===== src/rtl/utmr_pkg.sv =====
package utmr_pkg;
    localparam int unsigned OFS_COUNT = 32'h00;
    localparam int unsigned OFS_STAMP = 32'h08;
    localparam int unsigned OFS_CTRL  = 32'h14;

    localparam int unsigned BIT_EN  = 0;
    localparam int unsigned BIT_PER = 1;
    localparam int unsigned BIT_REL = 2;
    localparam int unsigned BIT_TC  = 7;
endpackage


===== src/rtl/utmr_prescale.sv =====
module utmr_prescale #(
    parameter int unsigned DIV = 100
) (
    input  logic clk,
    input  logic rst_n,
    input  logic run,
    output logic tick
);
    localparam int unsigned PW = (DIV < 2) ? 1 : $clog2(DIV);
    localparam logic [PW-1:0] LAST = PW'(DIV - 1);

    logic [PW-1:0] cnt_d, cnt_q;

    assign tick = run && (cnt_q == LAST);

    always_comb begin
        cnt_d = cnt_q + 1'b1;
        if (!run || tick) cnt_d = '0;
    end

    always_ff @(posedge clk) begin
        if (!rst_n) cnt_q <= '0;
        else        cnt_q <= cnt_d;
    end
endmodule


===== src/rtl/utmr_stamp.sv =====
module utmr_stamp #(
    parameter int unsigned CW = 32
) (
    input  logic          clk,
    input  logic          rst_n,
    input  logic          tick,
    output logic [CW-1:0] value
);
    logic [CW-1:0] ts_d, ts_q;

    always_comb begin
        ts_d = ts_q;
        if (tick) ts_d = ts_q + 1'b1;
    end

    always_ff @(posedge clk) begin
        if (!rst_n) ts_q <= '0;
        else        ts_q <= ts_d;
    end

    assign value = ts_q;
endmodule


===== src/rtl/utmr_event.sv =====
module utmr_event #(
    parameter int unsigned CW = 32
) (
    input  logic            clk,
    input  logic            rst_n,
    input  logic            tick,
    input  logic [CW/8-1:0] lane_we,
    input  logic [CW-1:0]   wdata,
    input  logic            ctl_we,
    input  logic            en_wd,
    input  logic            per_wd,
    input  logic            rel_wd,
    input  logic            ack_wd,
    output logic [CW-1:0]   count,
    output logic            en,
    output logic            per,
    output logic            rel,
    output logic            tc
);
    localparam int unsigned NB = CW / 8;

    typedef struct packed {
        logic [CW-1:0] count;
        logic [CW-1:0] shadow;
        logic          en;
        logic          per;
        logic          rel;
        logic          tc;
    } ev_state_t;

    ev_state_t st_d, st_q;
    logic [CW-1:0] merged;
    logic          expire;

    always_comb begin
        st_d   = st_q;
        expire = 1'b0;
        merged = st_q.count;

        if (st_q.en && tick) begin
            if (st_q.count == CW'(1) || (st_q.count == '0 && !st_q.per)) begin
                expire  = 1'b1;
                st_d.tc = 1'b1;
                if (!st_q.per) begin
                    st_d.count = '0;
                    st_d.en    = 1'b0;
                end else if (st_q.rel) begin
                    st_d.count = st_q.shadow;
                end else begin
                    st_d.count = st_q.count - 1'b1;
                end
            end else begin
                st_d.count = st_q.count - 1'b1;
            end
        end

        if (|lane_we) begin
            for (int b = 0; b < NB; b++) begin
                if (lane_we[b]) merged[8*b +: 8] = wdata[8*b +: 8];
            end
            st_d.count  = merged;
            st_d.shadow = merged;
        end

        if (ctl_we) begin
            st_d.en  = en_wd;
            st_d.per = per_wd;
            st_d.rel = rel_wd;
            if (ack_wd && !expire) st_d.tc = 1'b0;
        end
    end

    always_ff @(posedge clk) begin
        if (!rst_n) st_q <= '0;
        else        st_q <= st_d;
    end

    assign count = st_q.count;
    assign en    = st_q.en;
    assign per   = st_q.per;
    assign rel   = st_q.rel;
    assign tc    = st_q.tc;
endmodule


===== src/rtl/usec_event_timer.sv =====
module usec_event_timer #(
    parameter int unsigned CLK_MHZ = 100,
    parameter int unsigned CW      = 32,
    parameter int unsigned AW      = 5
) (
    input  logic            clk,
    input  logic            rst_n,
    input  logic [AW-1:0]   addr,
    input  logic [CW-1:0]   wdata,
    input  logic [CW/8-1:0] wstrb,
    input  logic            wen,
    input  logic            ren,
    output logic [CW-1:0]   rdata,
    output logic            irq
);
    import utmr_pkg::*;

    localparam int unsigned NB = CW / 8;

    logic          ts_tick, ev_tick;
    logic [CW-1:0] ts_val, ev_count;
    logic          ev_en, ev_per, ev_rel, ev_tc;
    logic          hit_cnt, hit_ts, hit_ctl;
    logic [NB-1:0] cnt_lanes;
    logic          ctl_wr;

    assign hit_cnt   = (addr == AW'(OFS_COUNT));
    assign hit_ts    = (addr == AW'(OFS_STAMP));
    assign hit_ctl   = (addr == AW'(OFS_CTRL));
    assign cnt_lanes = (wen && hit_cnt) ? wstrb : '0;
    assign ctl_wr    = wen && hit_ctl && wstrb[0];

    utmr_prescale #(.DIV(CLK_MHZ)) u_ts_pre (
        .clk(clk), .rst_n(rst_n), .run(1'b1), .tick(ts_tick)
    );

    utmr_prescale #(.DIV(CLK_MHZ)) u_ev_pre (
        .clk(clk), .rst_n(rst_n), .run(ev_en), .tick(ev_tick)
    );

    utmr_stamp #(.CW(CW)) u_stamp (
        .clk(clk), .rst_n(rst_n), .tick(ts_tick), .value(ts_val)
    );

    utmr_event #(.CW(CW)) u_event (
        .clk    (clk),
        .rst_n  (rst_n),
        .tick   (ev_tick),
        .lane_we(cnt_lanes),
        .wdata  (wdata),
        .ctl_we (ctl_wr),
        .en_wd  (wdata[BIT_EN]),
        .per_wd (wdata[BIT_PER]),
        .rel_wd (wdata[BIT_REL]),
        .ack_wd (wdata[BIT_TC]),
        .count  (ev_count),
        .en     (ev_en),
        .per    (ev_per),
        .rel    (ev_rel),
        .tc     (ev_tc)
    );

    always_comb begin
        rdata = '0;
        if (ren) begin
            if (hit_cnt) begin
                rdata = ev_count;
            end else if (hit_ts) begin
                rdata = ts_val;
            end else if (hit_ctl) begin
                rdata[BIT_EN]  = ev_en;
                rdata[BIT_PER] = ev_per;
                rdata[BIT_REL] = ev_rel;
                rdata[BIT_TC]  = ev_tc;
            end
        end
    end

    assign irq = ev_tc;
endmodule


===== config.mk =====
export PLATFORM = sky130hd
export DESIGN_NAME = usec_event_timer
export DESIGN_NICKNAME = d
export VERILOG_FILES = /design/src/rtl/utmr_pkg.sv /design/src/rtl/utmr_prescale.sv /design/src/rtl/utmr_stamp.sv /design/src/rtl/utmr_event.sv /design/src/rtl/usec_event_timer.sv
export SDC_FILE = /design/constraint.sdc
export NUM_CORES = 1
export LEC_CHECK = 0
export ABC_CLOCK_PERIOD_IN_PS = 2600
export CORE_MARGIN = 1
export CORE_UTILIZATION = 55
export DETAILED_ROUTE_END_ITERATION = 10
export DONT_BUFFER_PORTS = 1
export GPL_TIMING_DRIVEN = 0
export PLACE_DENSITY = 0.85
export SLEW_MARGIN = 20
export SYNTH_ARGS = -nofsm -noshare
export SYNTH_HDL_FRONTEND = slang
export SYNTH_SLANG_ARGS = --single-unit

===== constraint.sdc =====
create_clock -name clk -period 2.6 [get_ports clk]
set_input_delay 0.13 -clock clk [delete_from_list [all_inputs] [get_ports clk]]
set_output_delay 0.13 -clock clk [all_outputs]
set_load 0.02 [all_outputs]

# ---- Word-level counts from Yosys, hierarchy flattened
# Index checks and enable logic that the tools add are counted.
dict set report word_totals {
  reg_bits 114
  inputBits 45
  output_inout_bits 33
  wordCells 68
}
dict set report classes {
  n_addsub 4
  eq_ne 6
  mux 27
  n_bitwise 1
  reduce_logical 21
}
# operator count
set ops {}
lappend ops {{$mux W32} 6}
lappend ops {{$mux W64} 1}
lappend ops {{$add A32 B1 Y32 const B} 1}
lappend ops {{$eq A32 B1 Y1 const B} 1}
lappend ops {{$logic_not A32 Y1} 1}
lappend ops {{$mux W8} 4}
lappend ops {{$sub A32 B1 Y32 const B} 1}
lappend ops {{$mux W24} 1}
lappend ops {{$add A7 B1 Y7 const B} 2}
lappend ops {{$eq A7 B7 Y1 const B} 2}
lappend ops {{$mux W4} 3}
lappend ops {{$mux W1} 10}
lappend ops {{$logic_and A1 B1 Y1} 7}
lappend ops {{$mux W3} 2}
lappend ops {{$reduce_bool A2 Y1} 3}
lappend ops {{$eq A5 B4 Y1 const B} 1}
lappend ops {{$eq A5 B5 Y1 const B} 1}
lappend ops {{$logic_not A5 Y1} 1}
lappend ops {{$reduce_or A2 Y1} 2}
lappend ops {{$reduce_or A4 Y1} 1}
lappend ops {{$logic_not A1 Y1} 3}
lappend ops {{$reduce_and A3 Y1} 1}
lappend ops {{$logic_or A1 B1 Y1} 2}
lappend ops {{$ne A2 B2 Y1 const B} 1}
lappend ops {{$not A1 Y1} 1}

# ---- Logic depth before layout (Yosys ltp)
dict set report logic_depth {
  ltp_word 9
  mapped_depth 9
  mapped_depth_nobuf 8
}

# ---- Cells and area by module
# From an unflattened synthesis, not the netlist that was laid out.
dict set report unflattened {
  hier_cells 875
  hier_area_um2 7621.1
}
# mod instances cells_each area_per_inst_um2 seq_area_each_um2
set by_module_without_submodules {}
lappend by_module_without_submodules {utmr_event 1 498 4325.4 1361.3}
lappend by_module_without_submodules {utmr_stamp 1 176 1562.7 640.6}
lappend by_module_without_submodules {usec_event_timer 1 133 1082.3 0.0}
lappend by_module_without_submodules {utmr_prescale 2 34 325.3 140.1}

# ---- Worst setup path before layout
# No wires, ideal clock.
dict set report synth_timing {
  kind {register to register}
  from {reg u_event.st_q, in the netlist u_event.count[0]}
  to {reg u_event.st_q, in the netlist u_event.count[30]}
  setup_ns 0.117
  arrival_ns 2.276
  path_slack_ns 0.207
  path_stages_with_launch 9
  path_cell_list {dfxtp_1 > inv_1 > ha_1 > or4b_2 > nor4_2 > nand3_1 > xor2_1 > nand2_1 > a32o_1}
}
dict set report synth_via {
  elab_chain_cells 6
  word_cells_on_any_way 10
  cone_classes {1 x add/sub; 1 x eq/ne; 5 x mux; 3 x reduce/logical}
}
# element line_no
set synth_lines {}
lappend synth_lines {{start: declaration} utmr_event.sv:31} ;# ev_state_t st_d, st_q;
lappend synth_lines {{start signal: assignment} utmr_event.sv:75} ;# else st_q <= st_d;
lappend synth_lines {{$sub A32 B1 Y32 / $logic_not A32 Y1 (equally long branches)} {utmr_event.sv:50, utmr_event.sv:53, utmr_event.sv:41}}
lappend synth_lines {{$mux W32 / $logic_and A1 B1 Y1 (equally long branches)} {utmr_event.sv:47, utmr_event.sv:41}}
lappend synth_lines {{$mux W32 / $logic_or A1 B1 Y1 (equally long branches)} {utmr_event.sv:44, utmr_event.sv:41}}
lappend synth_lines {{$mux W32 *} utmr_event.sv:41} ;# if (st_q.count == CW'(1) || (st_q.count == '0 && !st_q.per)) begin
lappend synth_lines {{$mux W32 *} utmr_event.sv:40} ;# if (st_q.en && tick) begin
lappend synth_lines {{$mux W64 *} utmr_event.sv:57} ;# if (|lane_we) begin
# Mark *: on every way between the ends. The rest lies on a longest branch, timed or not. The select of a mux whose other input is x is not followed.
# A chain may end at the register's enable or synchronous reset.

# ---- Worst setup path after layout
dict set report layout_timing {
  from {reg u_event.st_q, in the netlist u_event.count[9]}
  to {reg u_event.st_q, in the netlist u_event.count[15]}
}
# Same word-level chain as after synthesis.

==> metrics.yaml <==
global_routing:
  grt_max_degree: 17
  antenna_found_initial: 0
  grt_pass1_vias: 6192
  grt_pass1_wl_microns: 31300
  grt_use_total: 0.345
  grt-ovfl-total: 0
route:
  drt_iter0_drc: 836
  drc: 0
  drt-pass1-iter-count: 5
  drt-total-wl_microns: 20600
  num_vias: 6754
  ant_nets: 0
  viasPerCell: 6.51
  wl_per_cell_microns: 19.9
worst_setup_path:
  path_cells: "buf_2 > or4_4 > or2_1 > buf_6 > nor4_4 > buf_2 > nand3_1 > a31oi_1"
  r2r_cells: 8
  r2r-end: "u_event.count[15]"
  worstPathArrival_ps: 2890
  max_stage_delay_ps: 560
  r2r_slack_ps: 50
  reg2reg_from: "u_event.count[9]"
  start_kind: "flip-flop"
  crit_required_ps: 2940
  cp_slowest_cell: "or4_4"
  crit_type: "reg2reg"
  cp-end-kind: "flip-flop"
  worst-path-stages: 8
  path_buf_inv: 3
  cpMostUsedCell: "buf_2"
  path_max_fanout: 10
  crit_family: "simple AND/OR/NAND/NOR gates"
cells_and_area:
  drive_above_1_share: 0.0738
  area_growth_syn_to_layout_pct: 18.2
  antenna_cells: 0
  nFillCells: 942
  instances_no_fill: 1037
  nets: 934
clock_tree:
  max-clock-path-buffers: 2
  clk_pin_slew_ps: 50
  cts_tree: "yes"
  cts-root-buf: "clkbuf_16"
  clkLatencyLatePin_ps: 430
  numCtsBuffers: 17
  cts-htree-levels: 4
  cts_sinks: 114
yosys:
  synth_nets: 874
  synth_cells: 823
  synth-main-ff-cell: "dfxtp_1"
  synth_edf_count: 0
  synth_commonest_cells: "nor2_1 (121), dfxtp_1 (114), nand2_1 (77)"
  avgSynthCellArea_sq_um: 7.83
  yosysWarnings: 0
  seq_area_frac_synth: 0.354
  synth.cell_area_sq_um: 6440
  yosys-top-cells-area: "dfxtp_1 (35%), mux2i_1 (8.2%), nor2_1 (7.1%), o21ai_0 (5.9%), nand2_1 (4.5%)"
  ys_types: 56
  yosysTopAreaCell: "dfxtp_1"
  synth_most_common_cell: "nor2_1"
  ys_ff_latch: 114
  yosysTopAreaCellShare: 0.354
  async_reset_ff_frac: 0
die:
  fp-row-count: 39
  pin_count: 78
  die-area_sq_um: 12100
  fp.dieH_microns: 110
  core_area_sq_um: 11400
  start_util: 0.564
  die_w_microns: 110
timing:
  hold_violations: 0
  worst_pin_slew_ps: 1060
  clock.fmax_mhz: 393
  finalClockSkew_ps: 9.84
  setup_tns_ps: 0
  relSlewSlack: 0.287
  fin_crit_sh: 0.979
  finalSetupViolCount: 0
  min_period_ps: 2550
  slew_violations: 0
power_and_ir_drop:
  max-vdd-ir-drop_v: 0.000375
  p_leak_uw: 0.00279
  power.density_nw_per_um2: 546
min_path:
  hold_class: "in2reg"
  worstHoldPathCells: 2
  hold_end: "u_event.count[15]"
  hp-start: "wdata[15]"
run:
  maxCapViolations: 0
placement:
  routabilityCongestion: 0.961
  dpl.hpwl_microns: 13500
  portBuffers: 0
  place_inst: 966
outcome:
  outcome: "finished clean"
==> where the power goes <==
group	internal [uW]	switching, uW
registers	1760	9.81
logic	131	194
clock network	1270	794
==> flip-flops by register name, summed over array words and instances (netlist names) <==
register and cells:
u_stamp.value 32, u_event.rel 1, u_event.per 1, u_event.st_q 32
u_event.en 1, u_event.tc 1, u_ev_pre.cnt_q 7, u_event.count 32
u_ts_pre.cnt_q 7
==> layout make-up <==
type	count	area [sq um]	area share
clock buffers	24	482	0.0633
clock inverters	6	32.5	0.00427
well taps	143	179	0.0235
repair buffers	41	390	0.0513
plain buffers	56	246	0.0324
multi-input cells	640	3950	0.519
flip-flops and latches	114	2280	0.300
inverters	13	48.8	0.00641
==> worst max-delay path by stage <==
stage | from | slack [ps] | endpoint
final | u_event.count[9] | 50 | u_event.count[15]
after global routing | u_event.count[9] | -10 | u_event.count[29]
after CTS | u_event.count[0] | -60 | u_event.count[30]
after detailed placement | u_event.count[0] | -310 | u_event.count[30]
after global placement | u_event.count[0] | -300 | u_event.count[30]
after floorplan | u_event.count[0] | 210 | u_event.count[30]
==> layer usage <==
layer,vias to the layer above,global-route usage,share of wire
met5,-,0,0
met4,0,0.189,0.040
met3,75,0.0894,0.13
met2,491,0.533,0.45
met1,3109,0.438,0.38
li1,3079,-,-
==> cells by family (layout without fill, tap and decap cells) <==
group | after synthesis | in the layout | synth area share
and+or+nand+nor | 316 | 316 | 0.233
AOI/OAI and AO/OA | 207 | 207 | 0.195
DFF | 114 | 114 | 0.354
buffers and inverters | 69 | 140 | 0.0453
xor gates and xnor gates | 58 | 58 | 0.0789
muxes | 53 | 53 | 0.0824
adders and majority gates | 6 | 6 | 0.0117
==> stage by stage <==
stage	instance area [sq um]	power, uW	utilization	hold slack [ps]	setup WS [ps]
global route	7610	4260	0.667	21.2	-13.7
CTS	7530	4130	0.659	5.12	-61.8
floorplan	6440	1990	-	269	207
detailed placement	6620	2050	0.580	282	-311
global placement	6620	2050	0.580	274	-304
finish	7610	4160	0.667	21.6	53.3
==> layout by cell type, fill, tap and decap left out, types with 5 or more instances in the layout <==
cell type / n
nand4_1: 7
clkbuf_1: 46
o22ai_1: 20
nor3_2: 5
clkinv_2: 5
buf_4: 9
a31oi_1: 9
dfxtp_1: 114
nand3_1: 28
nor4_1: 7
a21oi_1: 40
mux2i_1: 53
o21ai_0: 76
and3_1: 13
nor3_1: 14
o32ai_1: 7
dlygate4sd3_1: 33
nor2_1: 121
ha_1: 5
o31ai_1: 5
nand2_1: 77
a22oi_1: 29
buf_2: 5
inv_1: 13
or4_1: 6
clkbuf_16: 17
xnor2_1: 28
xor2_1: 30
or3_1: 11
==> timing repair <==
action	CTS	global route
hold buffers	33	0
setup buffers	4	4
pin swaps	2	2
resized for setup	6	12
endpoints found under the hold margin	68	0
setup endpoints to repair	33	32
(Power assumes the default switching activity.)
